### src/rtl/skew_matrix_pkg.sv
// Package: shared types and select decoding for the skew clock matrix.
// Assumes selects arrive as already decoded two-bit three-level codes.
package skew_matrix_pkg;

    typedef enum logic [1:0] {
        FN_SKEW = 2'd0,
        FN_DIV2 = 2'd1,
        FN_DIV4 = 2'd2,
        FN_INV  = 2'd3
    } fn_e;

    typedef struct packed {
        fn_e               fn;
        logic signed [4:0] skew;
    } pair_cfg_t;

    // Fold the unused code 2'b11 onto MID.
    function automatic logic [1:0] lvl_norm(input logic [1:0] c);
        return (c == 2'b11) ? 2'b01 : c;
    endfunction

    // Map {F1,F0} to the index 0..8 (LL first, HH last).
    function automatic logic [3:0] sel_index(input logic [3:0] sel);
        logic [3:0] f1;
        logic [3:0] f0;
        f1 = {2'b00, lvl_norm(sel[3:2])};
        f0 = {2'b00, lvl_norm(sel[1:0])};
        return f1 * 4'd3 + f0;
    endfunction

    // Per-section function table; sections 1-2 fine, 3-4 coarse with specials.
    function automatic pair_cfg_t decode_sel(input int section, input logic [3:0] sel);
        pair_cfg_t  c;
        logic [3:0] idx;
        idx    = sel_index(sel);
        c.fn   = FN_SKEW;
        c.skew = 5'sd0;
        if (section <= 2) begin
            c.skew = $signed({1'b0, idx}) - 5'sd4;
        end else if (idx == 4'd0) begin
            c.fn = FN_DIV2;
        end else if (idx == 4'd8) begin
            c.fn = (section == 3) ? FN_DIV4 : FN_INV;
        end else begin
            c.skew = ($signed({1'b0, idx}) <<< 1) - 5'sd8;
        end
        return c;
    endfunction

endpackage

### src/rtl/skew_phase_gen.sv
// Phase generator: modulo-N tick counter, period index for the dividers,
// and the configuration latch that only updates at the period boundary.
// Assumes every N value is even and larger than 12.
module skew_phase_gen #(
    parameter int N_LOW  = 44,
    parameter int N_MID  = 26,
    parameter int N_HIGH = 16,
    parameter int CW     = 6,
    parameter int SELW   = 16
) (
    input  logic            clk,
    input  logic            rst_n,
    input  logic [1:0]      range_sel,
    input  logic [SELW-1:0] sel_bus,
    output logic [CW-1:0]   cnt_o,
    output logic [CW-1:0]   n_o,
    output logic [1:0]      pcnt_o,
    output logic            running_o,
    output logic [SELW-1:0] sel_o
);

    logic [CW-1:0]   cnt;
    logic [CW-1:0]   n_act;
    logic [1:0]      pcnt;
    logic            running;
    logic [SELW-1:0] sel_l;
    logic            wrap;

    // Range code to ticks per period; 2'b11 reads as MID.
    function automatic logic [CW-1:0] n_of(input logic [1:0] r);
        case (r)
            2'b00:   return CW'(N_LOW);
            2'b10:   return CW'(N_HIGH);
            default: return CW'(N_MID);
        endcase
    endfunction

    // Last tick of the current period.
    assign wrap = running && (cnt == n_act - 1'b1);

    // Advance the counter; latch range and selects only at the boundary.
    always_ff @(posedge clk) begin
        if (!rst_n) begin
            cnt     <= '0;
            n_act   <= n_of(2'b01);
            pcnt    <= 2'd0;
            running <= 1'b0;
            sel_l   <= '0;
        end else if (!running || wrap) begin
            cnt     <= '0;
            n_act   <= n_of(range_sel);
            sel_l   <= sel_bus;
            running <= 1'b1;
            pcnt    <= running ? pcnt + 2'd1 : 2'd0;
        end else begin
            cnt <= cnt + 1'b1;
        end
    end

    assign cnt_o     = cnt;
    assign n_o       = n_act;
    assign pcnt_o    = pcnt;
    assign running_o = running;
    assign sel_o     = sel_l;

    p_cnt_in_range_r1: assert property (@(posedge clk) disable iff (!rst_n)
        running |-> (cnt < n_act));

    p_wrap_to_zero_r1: assert property (@(posedge clk) disable iff (!rst_n)
        wrap |=> (cnt == '0));

    p_cfg_hold_r9: assert property (@(posedge clk) disable iff (!rst_n)
        (running && !wrap) |=> ($stable(sel_l) && $stable(n_act)));

    p_div_hold_r8: assert property (@(posedge clk) disable iff (!rst_n)
        (running && !wrap) |=> $stable(pcnt));

endmodule

### src/rtl/skew_ref_div.sv
// Reference divider for test bypass: counts falling reference edges so the
// divide-by-2 and divide-by-4 bits fall together. Outputs are next-state bits.
module skew_ref_div (
    input  logic clk,
    input  logic rst_n,
    input  logic ref_in,
    output logic div2_nx,
    output logic div4_nx
);

    logic       ref_d;
    logic [1:0] tcnt;
    logic [1:0] tcnt_nx;
    logic       fall;

    // Falling edge of the reference as seen at this clock edge.
    assign fall    = ref_d & ~ref_in;
    assign tcnt_nx = tcnt + {1'b0, fall};
    assign div2_nx = tcnt_nx[0];
    assign div4_nx = tcnt_nx[1];

    // Track the previous reference level and the fall count.
    always_ff @(posedge clk) begin
        if (!rst_n) begin
            ref_d <= 1'b0;
            tcnt  <= 2'd0;
        end else begin
            ref_d <= ref_in;
            tcnt  <= tcnt_nx;
        end
    end

endmodule

### src/rtl/skew_pair_out.sv
// One output section: decodes its latched select, builds the timed waveform
// from the shared phase count, or the bypass waveform from the reference.
// Assumes cnt < n_act and that n_act is even.
module skew_pair_out
    import skew_matrix_pkg::*;
#(
    parameter int SECTION = 1,
    parameter int CW      = 6
) (
    input  logic          clk,
    input  logic          rst_n,
    input  logic [CW-1:0] cnt,
    input  logic [CW-1:0] n_act,
    input  logic [1:0]    pcnt,
    input  logic          running,
    input  logic          test_act,
    input  logic          ref_in,
    input  logic          ref_div2,
    input  logic          ref_div4,
    input  logic [3:0]    sel,
    output logic [1:0]    q
);

    pair_cfg_t   cfg;
    logic [3:0]  mag;
    logic [CW:0] s_mod;
    logic [CW:0] ph_raw;
    logic [CW:0] ph;
    logic [CW:0] half;
    logic        base_hi;
    logic        zero_hi;
    logic        wave;
    logic        twave;
    logic        q_bit;

    assign cfg = decode_sel(SECTION, sel);

    // Skew folded into 0..N-1, then phase of this tick relative to it.
    always_comb begin
        mag     = cfg.skew[4] ? 4'(-cfg.skew) : cfg.skew[3:0];
        s_mod   = cfg.skew[4] ? ({1'b0, n_act} - (CW+1)'(mag)) : (CW+1)'(mag);
        ph_raw  = {1'b0, cnt} + {1'b0, n_act} - s_mod;
        ph      = (ph_raw >= {1'b0, n_act}) ? ph_raw - {1'b0, n_act} : ph_raw;
        half    = {2'b00, n_act[CW-1:1]};
        base_hi = (ph < half);
        zero_hi = ({1'b0, cnt} < half);
    end

    // Select the timed waveform for this section's function.
    always_comb begin
        case (cfg.fn)
            FN_DIV2: wave = pcnt[0];
            FN_DIV4: wave = pcnt[1];
            FN_INV:  wave = ~zero_hi;
            default: wave = base_hi;
        endcase
    end

    // Select the bypass waveform derived from the reference.
    always_comb begin
        case (cfg.fn)
            FN_DIV2: twave = ref_div2;
            FN_DIV4: twave = ref_div4;
            FN_INV:  twave = ~ref_in;
            default: twave = ref_in;
        endcase
    end

    // Output register shared by both pins of the pair.
    always_ff @(posedge clk) begin
        if (!rst_n) begin
            q_bit <= 1'b0;
        end else if (!running) begin
            q_bit <= 1'b0;
        end else if (test_act) begin
            q_bit <= twave;
        end else begin
            q_bit <= wave;
        end
    end

    assign q = {2{q_bit}};

    p_low_before_run_r10: assert property (@(posedge clk) disable iff (!rst_n)
        !running |=> !q_bit);

    p_test_follow_r11: assert property (@(posedge clk) disable iff (!rst_n)
        (running && test_act && cfg.fn == FN_SKEW) |=> (q_bit == $past(ref_in)));

endmodule

### src/rtl/skew_clock_matrix.sv
// Top: four output sections sharing one phase generator and one reference
// divider. Assumes clk is the time-unit clock (N ticks per nominal period).
module skew_clock_matrix #(
    parameter int N_LOW  = 44,
    parameter int N_MID  = 26,
    parameter int N_HIGH = 16
) (
    input  logic       clk,
    input  logic       rst_n,
    input  logic [1:0] range_sel,
    input  logic [1:0] test_sel,
    input  logic       ref_in,
    input  logic [3:0] sel_p1,
    input  logic [3:0] sel_p2,
    input  logic [3:0] sel_p3,
    input  logic [3:0] sel_p4,
    output logic [1:0] q_p1,
    output logic [1:0] q_p2,
    output logic [1:0] q_p3,
    output logic [1:0] q_p4
);

    localparam int NPAIR = 4;
    localparam int SELW  = 4 * NPAIR;
    localparam int N_MAX = (N_LOW > N_MID) ? ((N_LOW > N_HIGH) ? N_LOW : N_HIGH)
                                           : ((N_MID > N_HIGH) ? N_MID : N_HIGH);
    localparam int CW    = $clog2(N_MAX + 1);

    logic [CW-1:0]    cnt;
    logic [CW-1:0]    n_act;
    logic [1:0]       pcnt;
    logic             running;
    logic [SELW-1:0]  sel_l;
    logic             test_act;
    logic             ref_div2;
    logic             ref_div4;
    logic [2*NPAIR-1:0] q_all;

    assign test_act = (test_sel != 2'b00);

    skew_phase_gen #(
        .N_LOW (N_LOW),
        .N_MID (N_MID),
        .N_HIGH(N_HIGH),
        .CW    (CW),
        .SELW  (SELW)
    ) u_phase (
        .clk      (clk),
        .rst_n    (rst_n),
        .range_sel(range_sel),
        .sel_bus  ({sel_p4, sel_p3, sel_p2, sel_p1}),
        .cnt_o    (cnt),
        .n_o      (n_act),
        .pcnt_o   (pcnt),
        .running_o(running),
        .sel_o    (sel_l)
    );

    skew_ref_div u_refdiv (
        .clk    (clk),
        .rst_n  (rst_n),
        .ref_in (ref_in),
        .div2_nx(ref_div2),
        .div4_nx(ref_div4)
    );

    for (genvar g = 0; g < NPAIR; g++) begin : g_pair
        skew_pair_out #(
            .SECTION(g + 1),
            .CW     (CW)
        ) u_pair (
            .clk     (clk),
            .rst_n   (rst_n),
            .cnt     (cnt),
            .n_act   (n_act),
            .pcnt    (pcnt),
            .running (running),
            .test_act(test_act),
            .ref_in  (ref_in),
            .ref_div2(ref_div2),
            .ref_div4(ref_div4),
            .sel     (sel_l[4*g +: 4]),
            .q       (q_all[2*g +: 2])
        );
    end

    assign q_p1 = q_all[1:0];
    assign q_p2 = q_all[3:2];
    assign q_p3 = q_all[5:4];
    assign q_p4 = q_all[7:6];

endmodule

### config.mk
export PLATFORM = sky130hd
export DESIGN_NAME = skew_clock_matrix
export DESIGN_NICKNAME = d
export VERILOG_FILES = /design/src/rtl/skew_matrix_pkg.sv /design/src/rtl/skew_phase_gen.sv /design/src/rtl/skew_ref_div.sv /design/src/rtl/skew_pair_out.sv /design/src/rtl/skew_clock_matrix.sv
export SDC_FILE = /design/constraint.sdc
export NUM_CORES = 1
export LEC_CHECK = 0
export ABC_AREA = 1
export ABC_CLOCK_PERIOD_IN_PS = 8900
export BUFFER_PORTS_ARGS = -buffer_cell sky130_fd_sc_hd__clkbuf_2
export CAP_MARGIN = 15
export CORE_AREA = 3 3 134 136
export CTS_CLUSTER_DIAMETER = 80
export DETAILED_ROUTE_END_ITERATION = 8
export DIE_AREA = 0 0 137 139
export GPL_ROUTABILITY_DRIVEN = 0
export SLEW_MARGIN = 20
export SYNTH_ARGS = -nofsm -noshare
export SYNTH_HDL_FRONTEND = slang
export SYNTH_SLANG_ARGS = --single-unit
### constraint.sdc
create_clock -name clk -period 8.9 [get_ports clk]
set_input_delay 1.335 -clock clk [delete_from_list [all_inputs] [get_ports clk]]
set_output_delay 1.335 -clock clk [all_outputs]
set_load 0.005 [all_outputs]
Word-level counts from Yosys, hierarchy flattened. Index checks and enable logic that the tools add are counted.

Magnitude comparators: 9. $add $sub $neg: 29. Multiplexer cells: 38. Eq/ne operators: 18. Bitwise logic cells: 4. Reductions and logical operators: 9. Multiply operators: 4.

Operator list (number): $mux 7 (8); $ge 7x6->1 (4); $lt 7x5->1 (4); $sub 6x4->7 (4); $sub 7x6->7 (4); $sub 7x7->7 (4); $eq 2x2->1 const B (13); $mux 2 (13); $mux 5 (4); $add 4x2->4 (4); $mul 2x2->4 const B (4); $mux 4 (4); $neg 4->4 (4); $pmux 1 s3 (4); $pmux 6 s2 (1); $sub 4x3->5 const B (2); $sub 5x5->5 const B (2); $eq 4x4->1 const B (2); $logic_not 4->1 (2); $add 6x6->7 (1); $add 6x1->6 const B (1); $eq 6x6->1 (1); $lt 6x5->1 (1); $sub 6x1->6 const B (1); 13 further kinds (19).

Output and inout bits: 8. Logic and storage cells: 122. Bits in registers: 38.

Logic depth before layout (Yosys ltp). Gate-level depths: netlist of run 1.

Word-level depth: 17. Gate-level depth with buffers: 44.

Hierarchy. A second synthesis of run 1 with hierarchy kept.

Cells, all modules: 1092. Area total of the unflattened synthesis: 7255.7 µm².

By module, submodules not included: skew_phase_gen (cells each 224, sequential area each 580.6 µm², instances 1, area each 1537.7 µm²); skew_pair_out at g_pair[3].u_pair (cells each 227, sequential area each 20.0 µm², instances 1, area each 1527.7 µm²); skew_pair_out at g_pair[2].u_pair (cells each 221, sequential area each 20.0 µm², instances 1, area each 1396.3 µm²); skew_pair_out at g_pair[1].u_pair (cells each 200, sequential area each 20.0 µm², instances 1, area each 1338.8 µm²); skew_pair_out at g_pair[0].u_pair (cells each 199, sequential area each 20.0 µm², instances 1, area each 1313.8 µm²); skew_ref_div (cells each 18, sequential area each 60.1 µm², instances 1, area each 130.1 µm²); skew_clock_matrix (cells each 3, sequential area each 0.0 µm², instances 1, area each 11.3 µm²).

Worst setup path before layout of run 1. OpenSTA, ideal clock, no wires.

Path type: register to register. Start: register u_phase.sel_l[14], in the netlist u_phase.sel_o[14]. End: register g_pair[3].u_pair.q_bit. Setup time: 0.064 ns. Required time: 8.836 ns. Arrival: 5.852 ns. Cell stages (with the launch flop): 42. Path slack: 2.984 ns. Cells stage by stage: dfxtp_1 -> inv_1 -> nand2_1 -> ha_1 -> ha_1 -> fa_1 -> inv_1 -> ha_1 -> nor4_1 -> a21oi_1 -> ha_1 -> inv_1 -> o21ai_0 -> xor2_1 -> o21ai_0 -> ha_1 -> nand2_1 -> inv_1 -> [... 6 more ...] -> nand2_1 -> nand2_1 -> nand3b_1 -> inv_1 -> nand3_2 -> inv_1 -> nand2_1 -> nand2_1 -> ha_1 -> a21oi_1 -> nand2_1 -> a21oi_1 -> nor2_1 -> nor3_1 -> nand2_1 -> nor2_1 -> nor2_1 -> nor2_1.

Longest elaborated chain between the ends: 17.

RTL lines: from (decl) (RTL line skew_phase_gen.sv:26) `logic [SELW-1:0] sel_l;`; from (signal assigned) (RTL line skew_phase_gen.sv:52) `sel_l <= sel_bus;`; $eq 2x2->1 (RTL line skew_matrix_pkg.sv:19) `return (c == 2'b11) ? 2'b01 : c;`; $mux 2 (*) (RTL line skew_matrix_pkg.sv:19); $mul 2x2->4 (*) (RTL line skew_matrix_pkg.sv:28) `return f1 * 4'd3 + f0;`; $add 4x2->4 (*) (RTL line skew_matrix_pkg.sv:28); $sub 5x5->5 / $eq 4x4->1 (equally long branches) (RTL line skew_matrix_pkg.sv:45, skew_matrix_pkg.sv:42); $mux 5 (RTL line skew_matrix_pkg.sv:42) `end else if (idx == 4'd8) begin`; $mux 5 (RTL line skew_matrix_pkg.sv:40) `end else if (idx == 4'd0) begin`; $neg 4->4 (RTL line skew_pair_out.sv:40) `mag = cfg.skew[4] ? 4'(-cfg.skew) : cfg.skew[3:0];`; $mux 4 (RTL line skew_pair_out.sv:40); $sub 6x4->7 (RTL line skew_pair_out.sv:41) `s_mod = cfg.skew[4] ? ({1'b0, n_act} - (CW+1)'(mag)) : (CW+1)'(mag);`; $mux 7 (RTL line skew_pair_out.sv:41); $sub 7x7->7 (RTL line skew_pair_out.sv:42) `ph_raw = {1'b0, cnt} + {1'b0, n_act} - s_mod;`; $sub 7x6->7 / $ge 7x6->1 (equally long branches) (RTL line skew_pair_out.sv:43) `ph = (ph_raw >= {1'b0, n_act}) ? ph_raw - {1'b0, n_act} : ph_raw;`; $mux 7 (RTL line skew_pair_out.sv:43); $lt 7x5->1 (RTL line skew_pair_out.sv:45) `base_hi = (ph < half);`; $pmux 1 s3 (RTL line skew_pair_out.sv:51) `case (cfg.fn)`; $mux 1 (*) (RTL line skew_pair_out.sv:75) `end else if (test_act) begin`; to (signal assigned) (RTL line skew_pair_out.sv:76) `q_bit <= twave;`; to (signal assigned) (RTL line skew_pair_out.sv:78) `q_bit <= wave;`; to (decl) (RTL line skew_pair_out.sv:34) `logic q_bit;`.

Every way passes the cells marked *; elsewhere a longest branch is shown, timed or not. A chain may end at the register's enable or synchronous reset.

Worst setup path after layout of run 1.
Start: register u_phase.sel_l[12], in the netlist u_phase.sel_o[12]. End: register g_pair[3].u_pair.q_bit.

Longest elaborated chain between the ends: 16.

RTL lines (RTL line): $eq 2x2->1 (skew_matrix_pkg.sv:19); $mux 2 (*) (skew_matrix_pkg.sv:19); $add 4x2->4 (*) (skew_matrix_pkg.sv:28); $sub 5x5->5 / $eq 4x4->1 (equally long branches) (skew_matrix_pkg.sv:45, skew_matrix_pkg.sv:42); $mux 5 (skew_matrix_pkg.sv:42); $mux 5 (skew_matrix_pkg.sv:40); $neg 4->4 (skew_pair_out.sv:40); $mux 4 (skew_pair_out.sv:40); $sub 6x4->7 (skew_pair_out.sv:41); $mux 7 (skew_pair_out.sv:41); $sub 7x7->7 (skew_pair_out.sv:42); $sub 7x6->7 / $ge 7x6->1 (equally long branches) (skew_pair_out.sv:43); $mux 7 (skew_pair_out.sv:43); $lt 7x5->1 (skew_pair_out.sv:45); $pmux 1 s3 (skew_pair_out.sv:51); $mux 1 (*) (skew_pair_out.sv:75).

Marks and branches as above.

==> results of run 1 <==
per-stage QoR:
stage          hold WS [ns]  worst slack (ns)  total power, mW
2_1_floorplan         0.423              2.98             1.51
3_3_place_gp          0.445              2.37             1.79
3_5_place_dp          0.451              2.36             1.80
4_1_cts               0.458              2.32             2.01
5_1_grt               0.482              1.46             2.30
6_report              0.456              2.27             2.00
routing by layer:
metal | global-route usage | vias up | wire length, microns
met5 | 0 | - | 0
met3 | 0.0171 | 8 | 586
met4 | 0.0242 | 0 | 132
met2 | 0.260 | 96 | 6540
met1 | 0.235 | 2443 | 7420
li1 | - | 2999 | -
area by class of cell:
class,count,area (sq um)
clock inverters,3,42.5
repair buffers,31,158
inverters,136,510
flip-flops and latches,36,721
clock buffers,5,125
well taps,225,282
fillers,1899,10700
multi-input cells,711,4490
cell families after synthesis:
group | Yosys count | synth area share
compound gates | 137 | 0.125
xor+xnor | 42 | 0.0627
fa+ha+maj | 123 | 0.279
buf+inv | 162 | 0.111
flops | 36 | 0.123
mux | 2 | 0.00341
simple gates | 407 | 0.296
worst min-delay path by stage:
stage                                  from           endpoint  slack, ns  cells after the start
after floorplan           u_phase.pcnt_o[1]  u_phase.pcnt_o[1]       0.42                      1
after global placement     u_phase.sel_o[9]   u_phase.sel_o[9]       0.45                      2
after detailed placement   u_phase.sel_o[9]   u_phase.sel_o[9]       0.45                      2
after CTS                 u_phase.sel_o[13]  u_phase.sel_o[13]       0.46                      2
after global routing      u_phase.sel_o[13]  u_phase.sel_o[13]       0.48                      2
final                      u_phase.sel_o[9]   u_phase.sel_o[9]       0.46                      2
registers in the layout, summed over array words and instances, names as in the netlist:
name                 count
u_phase.n_o              4
u_phase.cnt_o            6
u_phase.sel_o           16
g_pair.u_pair.q_bit      4
u_refdiv.tcnt            2
u_phase.pcnt_o           2
u_phase.running_o        1
u_refdiv.ref_d           1
critical path: cells and delay by family, from the launching register on:
family	cells	cell delay, ns
XOR/XNOR	2	0.31
flip-flops	1	0.37
buffers and inverters	7	0.55
AND/OR/NAND/NOR	18	1.74
AO/OA/AOI/OAI	7	1.00
adder cells (fa/ha/maj)	8	2.57
power by group through the flow:
stage | clock network, mW | registers (mW) | logic [mW]
4_1_cts | 0.205 | 0.181 | 1.63
3_5_place_dp | 0 | 0.184 | 1.62
5_1_grt | 0.212 | 0.182 | 1.91
2_1_floorplan | 0 | 0.181 | 1.32
3_3_place_gp | 0 | 0.184 | 1.61
6_report | 0.200 | 0.180 | 1.62
cell usage in the layout (no fill, tap or decap), drive strengths merged, types with 2 or more instances in the layout:
master / Yosys / routed
a211oi: 2 / 2
a21oi: 52 / 52
inv: 135 / 135
ha: 110 / 110
nand4: 11 / 11
xor2: 32 / 32
dfxtp: 36 / 36
o21ai: 59 / 59
nand3: 87 / 87
fa: 13 / 13
clkbuf: 14 / 35
nor2: 87 / 87
a31oi: 13 / 13
nand2: 203 / 203
or2: 4 / 4
mux2i: 2 / 2
a21o: 8 / 8
nand3b: 3 / 3
clkinv: 1 / 2
xnor2: 10 / 10
nor3: 10 / 10
==> flow_summary.yaml, run 1 <==
timing:
  fin_tns_setup_ns: 0
  min_period_over_period: 0.745
  setup_viol: 0
  fin_worst_skew_ns: 0.00577
  maxSlewHeadroom: 0.308
  finalMaxSlewViolations: 0
  fmax_mhz: 151
  tightest_slew_ns: 1.04
  finalHoldViolCount: 0
  rsz0062_at_grt: "no"
  fin_crit_ns: 6.63
place:
  placed_area_sq_um: 6160
  numPortBuffers: 30
  dp_cells: 1139
  dp_hpwl_microns: 11800
power_and_ir_drop:
  switching_share: 0.522
  p_comb_frac: 0.810
  p_int_mw: 0.957
  leakagePower_nw: 3.44
  p_seq_frac: 0.090
  clkPwrFrac: 0.100
  p_per_area_nw_per_um2: 316
  ir_drop_mv: 0.142
  p_sw_mw: 1.04
run_status:
  status: "completed"
floorplanning:
  die-area_sq_um: 19000
  start_util: 0.344
  core_area_sq_um: 17100
  row_count: 48
  pin_count: 31
  die_y_microns: 139
  die_width_microns: 137
worst_setup_path:
  max_stage_delay_ns: 0.53
  worstSetupPathType: "flop to flop"
  ff2ff_path_depth: 42
  end_kind: "flop"
  crit_path_top_delay_cell: "fa_1"
  start_kind: "flop"
  endpoint: "g_pair[3].u_pair.q_bit"
  regToRegSetupSlack_ns: 2.27
  worstReg2RegEnd: "g_pair[3].u_pair.q_bit"
  cp.arrival_ns: 6.85
  crit_top_cell: "nand2_1"
  r2r-start: "u_phase.sel_o[12]"
  cp.required_ns: 9.12
  startpoint: "u_phase.sel_o[12]"
  cp_max_fo: 5
cells_and_area:
  final_cells: 1147
  nets: 1067
  final_util: 0.371
  syn_to_final_growth_pct: 7.98
  drive_above_1_share: 0.0586
  antenna_cells: 0
  final_cell_area_sq_um: 6330
grt:
  global_route.usage.total: 0.161
  grt_start_max_net_pins: 32
  antenna_found_initial: 0
  grt_overflow_total: 0
  grt_pass1_wl_microns: 25400
  grt_pass1_vias: 5275
yosys:
  synth_area_per_cell_sq_um: 6.45
  syn_inst: 909
  async_flop_share: 0
  synthMostInstantiatedCell: "nand2_1"
  ys_seq_area_frac: 0.123
  yosys-top-cells-area: "ha_1 23%, nand2_1 13%, dfxtp_1 12%, inv_1 8.4%, nand3_1 7.3%"
  netlist_area_sq_um: 5860
  synth_common_cells: "202 x nand2_1, 131 x inv_1, 110 x ha_1"
  ys.flop_type: "dfxtp_1"
  synth_edf_count: 0
  synth_seq_cells: 36
  yosys_warnings: 0
  yosys.cell_types.count: 36
  yosysTopAreaCell: "ha_1"
  syn_nets: 1055
  synth_top_area_share: 0.235
flow_run:
  maxCapViolCount: 0
clocking:
  clock_latency_ns: 0.28
  ctsHoldBuffers: 0
  cts.sinks: 36
  cts_resized: 0
  post_cts_buffers: 0
  numCtsBuffers: 5
  cts_tree: "built"
  cts_buffer_depth: 2
  h-tree-depth: 2
  root_buffer: "clkbuf_16"
  clk_pin_slew_worst_paths_ns: 0.06
detailed_routing:
  avgRoutedWirePerCell_microns: 12.8
  drc_errors: 0
  postRouteWirelength_microns: 14700
  vias: 5546
  antenna_left: 0
  drt_iter0_drc: 269
  drt-pass1-iter-count: 5
  post_drt_via_cell_ratio: 4.84
worst_hold_path:
  hold_path.class: "flop to flop"
Note: power is estimated with default switching activity, not from simulation.
==> inputs of run 2 (changes only) <==
Settings changed: ABC_CLOCK_PERIOD_IN_PS 8900 to 6400.
Clock period 8.9 ns to 6.4 ns, I/O delays scaled along.
==> run 2 against run 1 <==
Net effect:
- count of clock-buffer cells in the layout is 2 higher
- design area up 16%
- sequential power increased by 41%
- hold slack improved by 0.0025 ns
- fmax rose by 9.9%
- utilization is 5.9 points higher
- via count increased by 7.3%
- largest power group unchanged
- highest routed layer unchanged
==> flow_summary.yaml, run 2 (synthesized netlist as in run 1, its figures left out) <==
grt:
  grt_start_max_net_pins: 32
  grt_busiest_layer: "met2"
  gr-usage-met2: 0.261
  grt_overflow_total: 0
  use_met3: 0.0174
  grt_pass1_wl_microns: 25000
  globalRouteMet1Util: 0.222
  global_route.usage.total: 0.159
  grt_pass1_vias: 5379
  antenna_found_initial: 0
floorplanning:
  row_count: 48
  core_area_sq_um: 17100
  die_width_microns: 137
  die_y_microns: 139
  die-area_sq_um: 19000
  pin_count: 31
  start_util: 0.344
place:
  numPortBuffers: 30
  placed_area_sq_um: 6400
  dp_cells: 1170
  dp_slack_ns: 0.0415
  dp_hpwl_microns: 12000
clocking:
  root_buffer: "clkbuf_16"
  clock_latency_ns: 0.29
  cts.sinks: 36
  cts_tree: "built"
  ctsHoldBuffers: 0
  numCtsBuffers: 5
  h-tree-depth: 2
  clk_pin_slew_worst_paths_ns: 0.06
  cts_buffer_depth: 2
worst_setup_path:
  worstSetupPathType: "flop to flop"
  max_stage_delay_ns: 0.57
  cp.arrival_ns: 6.26
  cp_max_fo: 5
  crit_path_top_delay_cell: "fa_1"
  end_kind: "flop"
  path_delay_family: "adder cells"
  path_buf_inv: 8
  crit_top_cell: "nand2_1"
  cp.required_ns: 6.63
  start_kind: "flop"
detailed_routing:
  vias: 5953
  post_drt_via_cell_ratio: 4.92
  drt-pass1-iter-count: 6
  avgRoutedWirePerCell_microns: 13.3
  postRouteWirelength_microns: 16000
  antenna_left: 0
  drt_iter0_drc: 340
  drc_errors: 0
cells_and_area:
  final_cell_mix: "183 x nand2_1, 108 x inv_1, 87 x ha_1"
  final_common_cell: "nand2_1"
  largest_reg_flops: 16
  nets: 1130
  final_util: 0.430
  final_cell_area_sq_um: 7340
  antenna_cells: 0
  nFillCells: 1784
  final_cells: 1210
  syn_to_final_growth_pct: 25.2
  drive_above_1_share: 0.232
power_and_ir_drop:
  p_per_area_nw_per_um2: 477
  switching_share: 0.494
  p_comb_frac: 0.858
  leakagePower_nw: 3.77
  p_sw_mw: 1.73
  clkPwrFrac: 0.069
  p_seq_frac: 0.072
  ir_drop_mv: 0.234
  p_int_mw: 1.77
timing:
  tightest_slew_ns: 0.929
  fmax_mhz: 166
  fin_crit_ns: 6.03
  setup_viol: 0
  finalHoldViolCount: 0
  min_period_over_period: 0.943
  maxSlewHeadroom: 0.380
  worst_slack_ns: 0.368
  fin_worst_skew_ns: 0.00306
  finalMaxSlewViolations: 0
run_status:
  status: "completed"
worst_hold_path:
  hold_path.class: "flop to flop"
flow_run:
  maxCapViolCount: 0
[run 2: worst paths after layout]
path | to | start | slack (ns) | cells after the start
worst min register to register | u_phase.sel_o[15] | u_phase.sel_o[15] | 0.46 | 2
worst min-delay path | u_phase.sel_o[15] | u_phase.sel_o[15] | 0.46 | 2
worst max-delay path | g_pair[3].u_pair.q_bit | u_phase.sel_o[14] | 0.37 | 43
worst max register to register | g_pair[3].u_pair.q_bit | u_phase.sel_o[14] | 0.37 | 43
[run 2: worst min-delay path, delay by kind of cell (launching register included)]
kind / cells / cell delay [ns]
DFF: 1 / 0.30
AOI/OAI and AO/OA: 1 / 0.05
buffers and inverters: 1 / 0.06
[run 2: cell type report]
cell class | instances | area, sq um | area share
repair buffers | 94 | 634 | 0.0864
well taps | 225 | 282 | 0.0384
flip-flops and latches | 36 | 729 | 0.0994
multi-input cells | 711 | 5040 | 0.687
clock inverters | 1 | 8.76 | 0.00119
inverters | 136 | 513 | 0.0699
clock buffers | 7 | 133 | 0.0181
[run 2: what timing repair did]
action / 4_1_cts / 5_1_grt
resized for setup: 1 / 146
buffers inserted: 0 / 32
pin swaps: 0 / 88
setup endpoints to repair: 1 / 4
[run 2: per-layer routing]
layer	routed length, microns	part of all wire
met5	0	0
met4	252	0.016
met3	481	0.030
met2	7630	0.48
met1	7680	0.48
[run 2: power groups by stage]
| stage | sequential, mW | combinational (mW) | clock (mW) |
|---|---|---|---|
| floorplan | 0.252 | 1.84 | 0 |
| global placement | 0.256 | 2.38 | 0 |
| detailed placement | 0.256 | 2.40 | 0 |
| CTS | 0.251 | 2.42 | 0.245 |
| global route | 0.255 | 3.43 | 0.257 |
| finish | 0.253 | 3.00 | 0.243 |
[run 2: stage by stage]
| stage | power, mW | setup TNS, ns | hold slack (ns) |
|---|---|---|---|
| after floorplan | 2.09 | 0 | 0.423 |
| after global placement | 2.64 | 0 | 0.446 |
| after detailed placement | 2.66 | 0 | 0.458 |
| after CTS | 2.91 | 0 | 0.466 |
| after global routing | 3.94 | -0.259 | 0.483 |
| final | 3.50 | 0 | 0.458 |
==> inputs of run 3 (changes only) <==
Settings changed: CELL_PAD_IN_SITES_DETAIL_PLACEMENT set to 1, CELL_PAD_IN_SITES_GLOBAL_PLACEMENT set to 2, PLACE_DENSITY set to 0.78.
==> run 3 against run 2 <==
Net effect:
- design area grew 2.8%
- global-route usage grew 3.4 points
- sequential cell count stayed put
- worst setup slack worse by 0.10 ns
- die area did not move
- via count is 1.6% higher
- fmax decreased by 1.7%
- clock power is 11% higher
- count of clock-buffer cells in the layout is the same
- critical endpoint unchanged
==> flow_summary.yaml, run 3 (synthesized netlist as in run 1, its figures left out) <==
power_and_ir_drop:
  clkPwrFrac: 0.072
  p_seq_frac: 0.067
  switching_share: 0.495
  leakagePower_nw: 3.88
  p_int_mw: 1.88
  p_per_area_nw_per_um2: 494
  ir_drop_mv: 0.290
  p_sw_mw: 1.85
  finalPower_mw: 3.73
  p_comb_frac: 0.860
cells_and_area:
  syn_to_final_growth_pct: 28.7
  regArea_sq_um: 728
  final_cells: 1230
  drive_above_1_share: 0.261
  multi_input_area_sq_um: 5060
  largest_reg_flops: 16
  nFillCells: 2219
  nets: 1151
  final_cell_mix: "176 x nand2_1, 107 x inv_1, 85 x ha_1"
  final_common_cell: "nand2_1"
  antenna_cells: 0
timing:
  maxSlewHeadroom: 0.374
  fmax_mhz: 163
  fin_worst_skew_ns: 0.0139
  fin_crit_ns: 6.14
  setup_viol: 0
  finalMaxSlewViolations: 0
  min_period_over_period: 0.959
  tightest_slew_ns: 0.937
  rsz0062_at_grt: "yes"
  finalHoldViolCount: 0
detailed_routing:
  vias: 6046
  post_drt_via_cell_ratio: 4.92
  drt_iter0_drc: 179
  postRouteWirelength_microns: 19100
  avgRoutedWirePerCell_microns: 15.5
  drt-pass1-iter-count: 4
  drc_errors: 0
  antenna_left: 0
flow_run:
  maxCapViolCount: 0
place:
  numPortBuffers: 30
  dp_cells: 1181
  dp_hpwl_microns: 14700
worst_setup_path:
  worstSetupPathType: "flop to flop"
  cp.required_ns: 6.63
  cp.arrival_ns: 6.37
  cp_max_fo: 5
  regToRegSetupSlack_ns: 0.26
  crit_path_top_delay_cell: "fa_1"
  end_kind: "flop"
  max_stage_delay_ns: 0.60
  start_kind: "flop"
floorplanning:
  start_util: 0.344
  row_count: 48
  die_y_microns: 139
  core_area_sq_um: 17100
  pin_count: 31
  die-area_sq_um: 19000
  die_width_microns: 137
grt:
  grt_start_max_net_pins: 32
  grt_pass1_wl_microns: 30100
  antenna_found_initial: 0
  grt_overflow_total: 0
  grt_pass1_vias: 6046
  global_route.usage.total: 0.193
clocking:
  ctsHoldBuffers: 0
  numCtsBuffers: 5
  cts_buffer_depth: 2
  clk_pin_slew_worst_paths_ns: 0.06
  root_buffer: "clkbuf_16"
  cts.sinks: 36
  cts_tree: "built"
  h-tree-depth: 2
  clock_latency_ns: 0.29
worst_hold_path:
  hold_path.class: "flop to flop"
run_status:
  status: "completed"
run 3: changes by cell type in the layout (fill, tap and decap cells not counted), moves of 6 or more:
cell / change
buf_4: +17
nand2_1: -7
o21ai_0: -9
nand2_2: +8
o21ai_1: +7
ha_2: +6
run 3: routing by layer:
metal  share of wire  track usage
met2            0.49        0.326
met4          0.0036       0.0168
met3           0.019       0.0185
met5               0            0
met1            0.49        0.276
run 3: critical path, delay by kind of cell, from the launching register on:
| kind | cells | cell delay [ns] |
|---|---|---|
| fa+ha+maj | 8 | 2.63 |
| simple gates | 16 | 1.65 |
| compound gates | 5 | 0.71 |
| buf+inv | 5 | 0.41 |
| flops | 1 | 0.32 |
| mux | 1 | 0.21 |
| xor+xnor | 1 | 0.16 |
run 3: layout make-up:
cell class,instances,area share
clock buffers,7,0.0202
well taps,225,0.0373
inverters,136,0.0683
multi-input cells,711,0.671
flip-flops and latches,36,0.0965
repair buffers,115,0.107
run 3: timing repair:
action,in CTS,in global routing
endpoints found under the hold margin,0,0
gates resized for setup,8,159
pin swaps,0,112
setup endpoints to repair,3,4
buffers inserted,0,42
run 3: path summary, 6_finish.rpt:
kind / start / endpoint / depth (start not counted)
worst max register to register: u_phase.sel_o[14] / g_pair[3].u_pair.q_bit / 36
worst min register to register: u_phase.sel_o[5] / u_phase.sel_o[5] / 2
worst max-delay path: u_phase.sel_o[14] / g_pair[3].u_pair.q_bit / 36
worst min-delay path: u_phase.sel_o[5] / u_phase.sel_o[5] / 2
run 3: metrics by stage:
stage          setup TNS (ns)  area, sq um  hold WS [ns]  setup WS [ns]   util
2_1_floorplan               0         5860         0.423          0.484      -
3_3_place_gp          -0.0536         6480         0.449        -0.0536  0.380
3_5_place_dp           -0.258         6480         0.451         -0.135  0.380
4_1_cts                     0         6650         0.459         0.0100  0.390
5_1_grt                -0.408         7540         0.470         -0.183  0.442
6_report                    0         7540         0.455          0.265  0.442
run 3: power by group through the flow:
stage	logic [mW]	registers, mW	clock network [mW]
CTS	2.52	0.250	0.273
finish	3.21	0.251	0.270
global route	3.65	0.253	0.285
global placement	2.46	0.254	0
detailed placement	2.49	0.254	0
floorplan	1.84	0.252	0
